$ cat config.mk
export PLATFORM = sky130hd
export DESIGN_NAME = eewr_ctrl
export DESIGN_NICKNAME = d
export VERILOG_FILES = /design/src/rtl/eewr_pkg.sv /design/src/rtl/eewr_delay.sv /design/src/rtl/eewr_wdog.sv /design/src/rtl/eewr_sync.sv /design/src/rtl/eewr_ctrl.sv
export SDC_FILE = /design/constraint.sdc
export NUM_CORES = 1
export LEC_CHECK = 0
export CAP_MARGIN = 20
export CORE_ASPECT_RATIO = 0.8
export CORE_MARGIN = 1
export CORE_UTILIZATION = 54
export CTS_CLUSTER_SIZE = 8
export DETAILED_ROUTE_END_ITERATION = 7
export PLACE_DENSITY = 0.84
export SYNTH_ARGS = -nofsm -noshare
export SYNTH_HDL_FRONTEND = slang
export SYNTH_SLANG_ARGS = --single-unit
$ cat constraint.sdc
create_clock -name clk_i -period 3.1 [get_ports clk_i]
set_input_delay 0.62 -clock clk_i [delete_from_list [all_inputs] [get_ports clk_i]]
set_output_delay 0.62 -clock clk_i [all_outputs]
set_load 0.05 [all_outputs]
$ cat src/rtl/eewr_pkg.sv
package eewr_pkg;
  typedef enum logic [2:0] {
    ST_IDLE, ST_WSET, ST_WPUL, ST_WHLD, ST_WTDB, ST_WBSY, ST_RACC, ST_RFLT
  } st_e;

  function automatic int ns2cyc(input int ns, input int clk_ns);
    int c;
    c = (ns + clk_ns - 1) / clk_ns;
    return (c < 1) ? 1 : c;
  endfunction

  function automatic int imax(input int a, input int b);
    return (a > b) ? a : b;
  endfunction
endpackage

$ cat src/rtl/eewr_delay.sv
module eewr_delay #(
  parameter int W = 8
) (
  input  logic         clk_i,
  input  logic         rst_ni,
  input  logic         load_i,
  input  logic [W-1:0] val_i,
  output logic         zero_o
);
  logic [W-1:0] cnt_q;

  always_ff @(posedge clk_i or negedge rst_ni) begin
    if (!rst_ni)           cnt_q <= '0;
    else if (load_i)       cnt_q <= val_i;
    else if (cnt_q != '0)  cnt_q <= cnt_q - 1'b1;
  end

  assign zero_o = (cnt_q == '0);
endmodule

$ cat src/rtl/eewr_wdog.sv
module eewr_wdog #(
  parameter int LIMIT = 1000
) (
  input  logic clk_i,
  input  logic rst_ni,
  input  logic clr_i,
  input  logic run_i,
  output logic hit_o
);
  localparam int CW = $clog2(LIMIT + 1);
  localparam logic [CW-1:0] LIM = CW'(LIMIT);

  logic [CW-1:0] cnt_q;

  always_ff @(posedge clk_i or negedge rst_ni) begin
    if (!rst_ni)              cnt_q <= '0;
    else if (clr_i)           cnt_q <= '0;
    else if (run_i && !hit_o) cnt_q <= cnt_q + 1'b1;
  end

  assign hit_o = (cnt_q >= LIM);
endmodule

$ cat src/rtl/eewr_sync.sv
module eewr_sync #(
  parameter int    STAGES  = 2,
  parameter logic  RST_VAL = 1'b1
) (
  input  logic clk_i,
  input  logic rst_ni,
  input  logic d_i,
  output logic q_o
);
  logic [STAGES-1:0] sh_q;

  always_ff @(posedge clk_i or negedge rst_ni) begin
    if (!rst_ni) sh_q <= {STAGES{RST_VAL}};
    else         sh_q <= {sh_q[STAGES-2:0], d_i};
  end

  assign q_o = sh_q[STAGES-1];
endmodule

$ cat src/rtl/eewr_ctrl.sv
module eewr_ctrl
  import eewr_pkg::*;
#(
  parameter int ADDR_W    = 11,
  parameter int CLK_NS    = 10,
  parameter int T_AS_NS   = 10,
  parameter int T_AH_NS   = 100,
  parameter int T_WP_NS   = 150,
  parameter int T_DS_NS   = 50,
  parameter int T_DH_NS   = 10,
  parameter int T_OES_NS  = 15,
  parameter int T_OEH_NS  = 15,
  parameter int T_RC_NS   = 200,
  parameter int T_OHZ_NS  = 55,
  parameter int T_DB_NS   = 80,
  parameter int TMO_NS    = 12_000_000
) (
  input  logic              clk_i,
  input  logic              rst_ni,
  input  logic              req_i,
  input  logic              req_wr_i,
  input  logic [ADDR_W-1:0] req_addr_i,
  input  logic [7:0]        req_data_i,
  input  logic              poll_mode_i,
  output logic              busy_o,
  output logic              done_o,
  output logic              err_o,
  output logic [7:0]        rdata_o,
  output logic [ADDR_W-1:0] mem_addr_o,
  output logic              mem_ce_no,
  output logic              mem_we_no,
  output logic              mem_oe_no,
  output logic [7:0]        mem_dq_o,
  output logic              mem_dq_oe_o,
  input  logic [7:0]        mem_dq_i,
  input  logic              mem_rdy_i
);
  localparam int SET_C = imax(ns2cyc(T_AS_NS, CLK_NS), ns2cyc(T_OES_NS, CLK_NS));
  localparam int PUL_C = imax(imax(ns2cyc(T_WP_NS, CLK_NS), ns2cyc(T_DS_NS, CLK_NS)),
                              ns2cyc(T_AH_NS, CLK_NS));
  localparam int HLD_C = imax(ns2cyc(T_DH_NS, CLK_NS), ns2cyc(T_OEH_NS, CLK_NS));
  localparam int RD_C  = ns2cyc(T_RC_NS, CLK_NS);
  localparam int HZ_C  = ns2cyc(T_OHZ_NS, CLK_NS);
  localparam int DB_C  = ns2cyc(T_DB_NS, CLK_NS) + 2; // covers ready-line synchronizer
  localparam int TMO_C = ns2cyc(TMO_NS, CLK_NS);
  localparam int MAX_C = imax(imax(imax(SET_C, PUL_C), imax(HLD_C, RD_C)), imax(HZ_C, DB_C));
  localparam int DW    = $clog2(MAX_C + 1);

  localparam logic [DW-1:0] SET_V = DW'(SET_C - 1);
  localparam logic [DW-1:0] PUL_V = DW'(PUL_C - 1);
  localparam logic [DW-1:0] HLD_V = DW'(HLD_C - 1);
  localparam logic [DW-1:0] RD_V  = DW'(RD_C - 1);
  localparam logic [DW-1:0] HZ_V  = DW'(HZ_C - 1);
  localparam logic [DW-1:0] DB_V  = DW'(DB_C - 1);

  st_e               st_q, st_d;
  logic [ADDR_W-1:0] addr_q;
  logic [7:0]        wd_q, rd_q;
  logic              mode_q, poll_q;
  logic              ld;
  logic [DW-1:0]     ld_v;
  logic              dly_zero, tmo_hit, rdy_s;
  logic              fin_ok, fin_err, to_poll, wd_run;

  eewr_delay #(.W(DW)) u_dly (
    .clk_i(clk_i), .rst_ni(rst_ni), .load_i(ld), .val_i(ld_v), .zero_o(dly_zero)
  );

  assign wd_run = (st_q == ST_WTDB) || (st_q == ST_WBSY) ||
                  (poll_q && ((st_q == ST_RACC) || (st_q == ST_RFLT)));

  eewr_wdog #(.LIMIT(TMO_C)) u_wdog (
    .clk_i(clk_i), .rst_ni(rst_ni), .clr_i(st_q == ST_WHLD), .run_i(wd_run), .hit_o(tmo_hit)
  );

  eewr_sync #(.STAGES(2), .RST_VAL(1'b1)) u_rdy_sync (
    .clk_i(clk_i), .rst_ni(rst_ni), .d_i(mem_rdy_i), .q_o(rdy_s)
  );

  always_comb begin
    st_d    = st_q;
    ld      = 1'b0;
    ld_v    = '0;
    fin_ok  = 1'b0;
    fin_err = 1'b0;
    to_poll = 1'b0;
    unique case (st_q)
      ST_IDLE: if (req_i) begin
        ld = 1'b1;
        if (req_wr_i) begin st_d = ST_WSET; ld_v = SET_V; end
        else          begin st_d = ST_RACC; ld_v = RD_V;  end
      end
      ST_WSET: if (dly_zero) begin st_d = ST_WPUL; ld = 1'b1; ld_v = PUL_V; end
      ST_WPUL: if (dly_zero) begin st_d = ST_WHLD; ld = 1'b1; ld_v = HLD_V; end
      ST_WHLD: if (dly_zero) begin st_d = ST_WTDB; ld = 1'b1; ld_v = DB_V;  end
      ST_WTDB: if (dly_zero) begin
        if (mode_q) begin st_d = ST_RACC; ld = 1'b1; ld_v = RD_V; to_poll = 1'b1; end
        else        st_d = ST_WBSY;
      end
      ST_WBSY: begin
        if (rdy_s)        begin fin_ok  = 1'b1; st_d = ST_IDLE; end
        else if (tmo_hit) begin fin_err = 1'b1; st_d = ST_IDLE; end
      end
      ST_RACC: if (dly_zero) begin st_d = ST_RFLT; ld = 1'b1; ld_v = HZ_V; end
      ST_RFLT: if (dly_zero) begin
        if (!poll_q || (rd_q[7] == wd_q[7])) begin fin_ok = 1'b1; st_d = ST_IDLE; end
        else if (tmo_hit)                    begin fin_err = 1'b1; st_d = ST_IDLE; end
        else begin st_d = ST_RACC; ld = 1'b1; ld_v = RD_V; end
      end
      default: st_d = ST_IDLE;
    endcase
  end

  always_ff @(posedge clk_i or negedge rst_ni) begin
    if (!rst_ni) begin
      st_q   <= ST_IDLE;
      addr_q <= '0;
      wd_q   <= '0;
      rd_q   <= '0;
      mode_q <= 1'b0;
      poll_q <= 1'b0;
      done_o <= 1'b0;
      err_o  <= 1'b0;
    end else begin
      st_q   <= st_d;
      done_o <= fin_ok;
      err_o  <= fin_err;
      if (st_q == ST_IDLE && req_i) begin
        addr_q <= req_addr_i;
        wd_q   <= req_data_i;
        mode_q <= poll_mode_i;
        poll_q <= 1'b0;
      end
      if (to_poll) poll_q <= 1'b1;
      if (st_q == ST_RACC && dly_zero) rd_q <= mem_dq_i;
    end
  end

  assign busy_o      = (st_q != ST_IDLE);
  assign rdata_o     = rd_q;
  assign mem_addr_o  = addr_q;
  assign mem_dq_o    = wd_q;
  assign mem_ce_no   = !((st_q == ST_WSET) || (st_q == ST_WPUL) ||
                         (st_q == ST_WHLD) || (st_q == ST_RACC));
  assign mem_we_no   = (st_q != ST_WPUL);
  assign mem_oe_no   = (st_q != ST_RACC);
  assign mem_dq_oe_o = (st_q == ST_WSET) || (st_q == ST_WPUL) || (st_q == ST_WHLD);


  oe_we_excl_chk: assert property (@(posedge clk_i) disable iff (!rst_ni)
    !mem_we_no |-> mem_oe_no);

  no_contention_chk: assert property (@(posedge clk_i) disable iff (!rst_ni)
    !mem_oe_no |-> !mem_dq_oe_o);

  addr_stable_chk: assert property (@(posedge clk_i) disable iff (!rst_ni)
    (!mem_ce_no && $past(!mem_ce_no)) |-> $stable(mem_addr_o));

  data_drive_chk: assert property (@(posedge clk_i) disable iff (!rst_ni)
    !mem_we_no |-> (mem_dq_oe_o && $stable(mem_dq_o)));

  done_err_excl_chk: assert property (@(posedge clk_i) disable iff (!rst_ni)
    err_o |-> !done_o);

  result_idle_chk: assert property (@(posedge clk_i) disable iff (!rst_ni)
    (done_o || err_o) |-> !busy_o);

  rdy_done_chk: assert property (@(posedge clk_i) disable iff (!rst_ni)
    (done_o && !poll_q && $past(st_q == ST_WBSY)) |-> $past(rdy_s));
endmodule

==> results of run 1 <==
-- synthesized netlist by cell type (5+ instances only) --
library cell and n:
nor2_1 19, inv_1 8, dfrtp_1 60, mux2i_1 9
o31ai_1 9, or4_1 6, a21oi_1 21, nand2_1 42
o21ai_0 8, mux2_2 28, nand4_1 5, clkbuf_1 9
nand3_1 12, nor3_1 6
-- worst paths after layout --
| check | from | end | cells past startpoint |
|---|---|---|---|
| min reg2reg | u_rdy_sync.sh_q[0] | u_rdy_sync.sh_q[1] | 0 |
| min | rst_ni | st_q[1] | 1 |
| max | st_q[0] | mem_ce_no | 3 |
| max in group asynchronous | rst_ni | u_rdy_sync.sh_q[0] | 2 |
| min in group clk_i | u_rdy_sync.sh_q[0] | u_rdy_sync.sh_q[1] | 0 |
| max reg2reg | u_dly.cnt_q[0] | rdata_o[6] | 5 |
-- flip-flops by register name, indices dropped and copies added (netlist names), 2 cells and up --
signal,count
rdata_o,8
mem_addr_o,11
st_q,3
u_rdy_sync.sh_q,2
mem_dq_o,8
u_dly.cnt_q,5
u_wdog.cnt_q,21
-- cell families after synthesis --
group	count (synthesis)	synth area share, %
AOI/OAI and AO/OA	57	12.0
buffers and inverters	21	2.73
adders and majority gates	3	1.22
xor gates and xnor gates	3	0.857
muxes	37	13.2
and+or+nand+nor	114	19.3
DFF	62	50.7
-- power groups by stage --
stage	registers, uW	clock network [uW]	logic (uW)
CTS	1290	829	2120
global placement	1280	0	2060
finish	1290	814	2120
global route	1330	861	2240
detailed placement	1300	0	2100
floorplan	1860	0	836
-- layout make-up --
class                           count  area (um2)  share of cell area, %
Clock buffer                       11         151                   3.73
Clock inverter                      5        81.3                   2.00
Inverter                            8        30.0                  0.740
Multi-Input combinational cell    214        1440                   35.4
Sequential cell                    62        1550                   38.3
Tap cell                           78        97.6                   2.40
Timing Repair Buffer               73         708                   17.4
-- stage by stage --
stage                     utilization [%]  setup WS, ps  cell area (um2)
final                                74.3           373             4060
after detailed placement             70.0           754             3830
after CTS                            74.3           384             4060
after global routing                 74.3           260             4060
after floorplan                         -          1020             3070
after global placement               70.0           772             3830
-- metal layers --
metal  GRT usage, %  vias up
li1               -     1219
met5              0        -
met3           8.69       12
met1           34.8     1269
met4           8.15        0
met2           43.1      123
==> results.cfg, run 1 <==
[outcome]
status = finished with violations
violations = design-rule violations

[clock_tree]
cts_tree = built
holdBufCountCts = 0
htreeDepth = 3
cts.sinks = 62
path_clk_slew_ps = 70
root_buffer = clkbuf_8
cts-resized-gates = 0
post_cts_buffers = 0
insertion_delay_ps = 340
ctsLongestPathBuffers = 2
cts_made_buffers = 9

[routing]
vias = 2623
wl_um = 7370
route.met3.wl_um = 665
firstDrtPassIters = 6
wl_per_cell_um = 16.3
drcViolationCount = 1
drt_iter0_markers = 193
top_layer_used = met4
wl_met1_um = 3050
ant_nets = 0
vias_per_cell = 5.82
wl_met2_um = 3550

[place]
gp_congestion = 0.950
io_buffers = 66
dp_cells = 435
dp_hpwl_um = 5110

[worst_setup_path]
cp-start-kind = register
worst_path_max_delay_cell = clkdlybuf4s50_1
crit_required_ps = 2480
path_cells = nor2b_1 > nor2_1 > clkdlybuf4s50_1
slowest_delay_ps = 710
r2r_slack_ps = 780
cp_num_buf_inv = 1
path_delay_family = buffers and inverters
worstPathMaxFanout = 14
critPathKind = register to output port
arrival_ps = 2110
cp-end-kind = output port

[cells_and_area]
synthToLayoutAreaGrowth_pct = 32.4
final_common_cell = clkdlybuf4s50_1
layout-drive-gt1-share_pct = 16.4
fill_cells = 378
antenna_cells = 0
final_cell_mix = clkdlybuf4s50_1 (65), dfrtp_1 (60), nand2_1 (42), mux2_2 (28), a21oi_1 (21)
stdcell_count = 451
nets = 404

[power_and_ir_drop]
p_seq_share_pct = 30.6
internal_power_uw = 2330
ir_worst_vdd_v = 0.000883
combinationalPowerShare_pct = 50.1
power_switching_share_pct = 44.9
p_switching_uw = 1900
powerDensity_nw_per_um2 = 1040
power_uw = 4230
power.leakage_uw = 0.00177
clockPowerShare_pct = 19.3

[floorplanning]
core_um2 = 5470
placementRows = 24
initial_utilization_pct = 56.1
io_pins = 67
die_x_um = 86.3
die_h_um = 69.4
die_area_um2 = 5990

[global_routing]
antenna_found_initial = 0
grt_pass1_wl_um = 12500
grt_usage_pct = 26.9
overflow = 0
grt_pass1_vias = 2653
grt_start_max_net_pins = 32

[synthesis]
syn_nets = 333
synth_edf_count = 0
synth_top_area_share_pct = 49.0
yosysWarnings = 0
netlist_instances = 297
yosys.area.top_type = dfrtp_1
yosys_most_used_dff = dfrtp_1
async_reset_ff_share_pct = 100
ys_top_cells_by_area = dfrtp_1 (49%), mux2_2 (10%), nand2_1 (5.1%)
netlist_area_um2 = 3070
syn_avg_cell_area_um2 = 10.3
synth_cell_types = 48
ys_ff_latch = 62
ys_seq_area_share_pct = 50.7

[sta]
worst_slew_pin_slew_ps = 702
slew_violations = 0
setup-tns-final_ps = 0
rsz0062_at_grt = false
slew-limit-headroom_pct = 53.0
period_needed_ps = 2730
fin_hold_ws_ps = 321
fmax_mhz = 367
min_period_over_period_pct = 88.0
fin_skew_ps = 5.55
final_hold_viol_count = 0
setup_violations = 0

[min_path]
hp-class = primary input to async pin

[flow_run]
cap_violations = 0
Note: power is estimated with default switching activity, not from simulation.
==> run 2, diff against run 1 <==
--- a/config.mk
+++ b/config.mk
@@ -11,6 +11,7 @@
 export CORE_UTILIZATION = 54
 export CTS_CLUSTER_SIZE = 8
 export DETAILED_ROUTE_END_ITERATION = 7
+export HOLD_SLACK_MARGIN = 0.08
 export PLACE_DENSITY = 0.84
 export SYNTH_ARGS = -nofsm -noshare
 export SYNTH_HDL_FRONTEND = slang
==> results of run 2 <==
Final layout, timing and power as in run 1 (identical DEF).
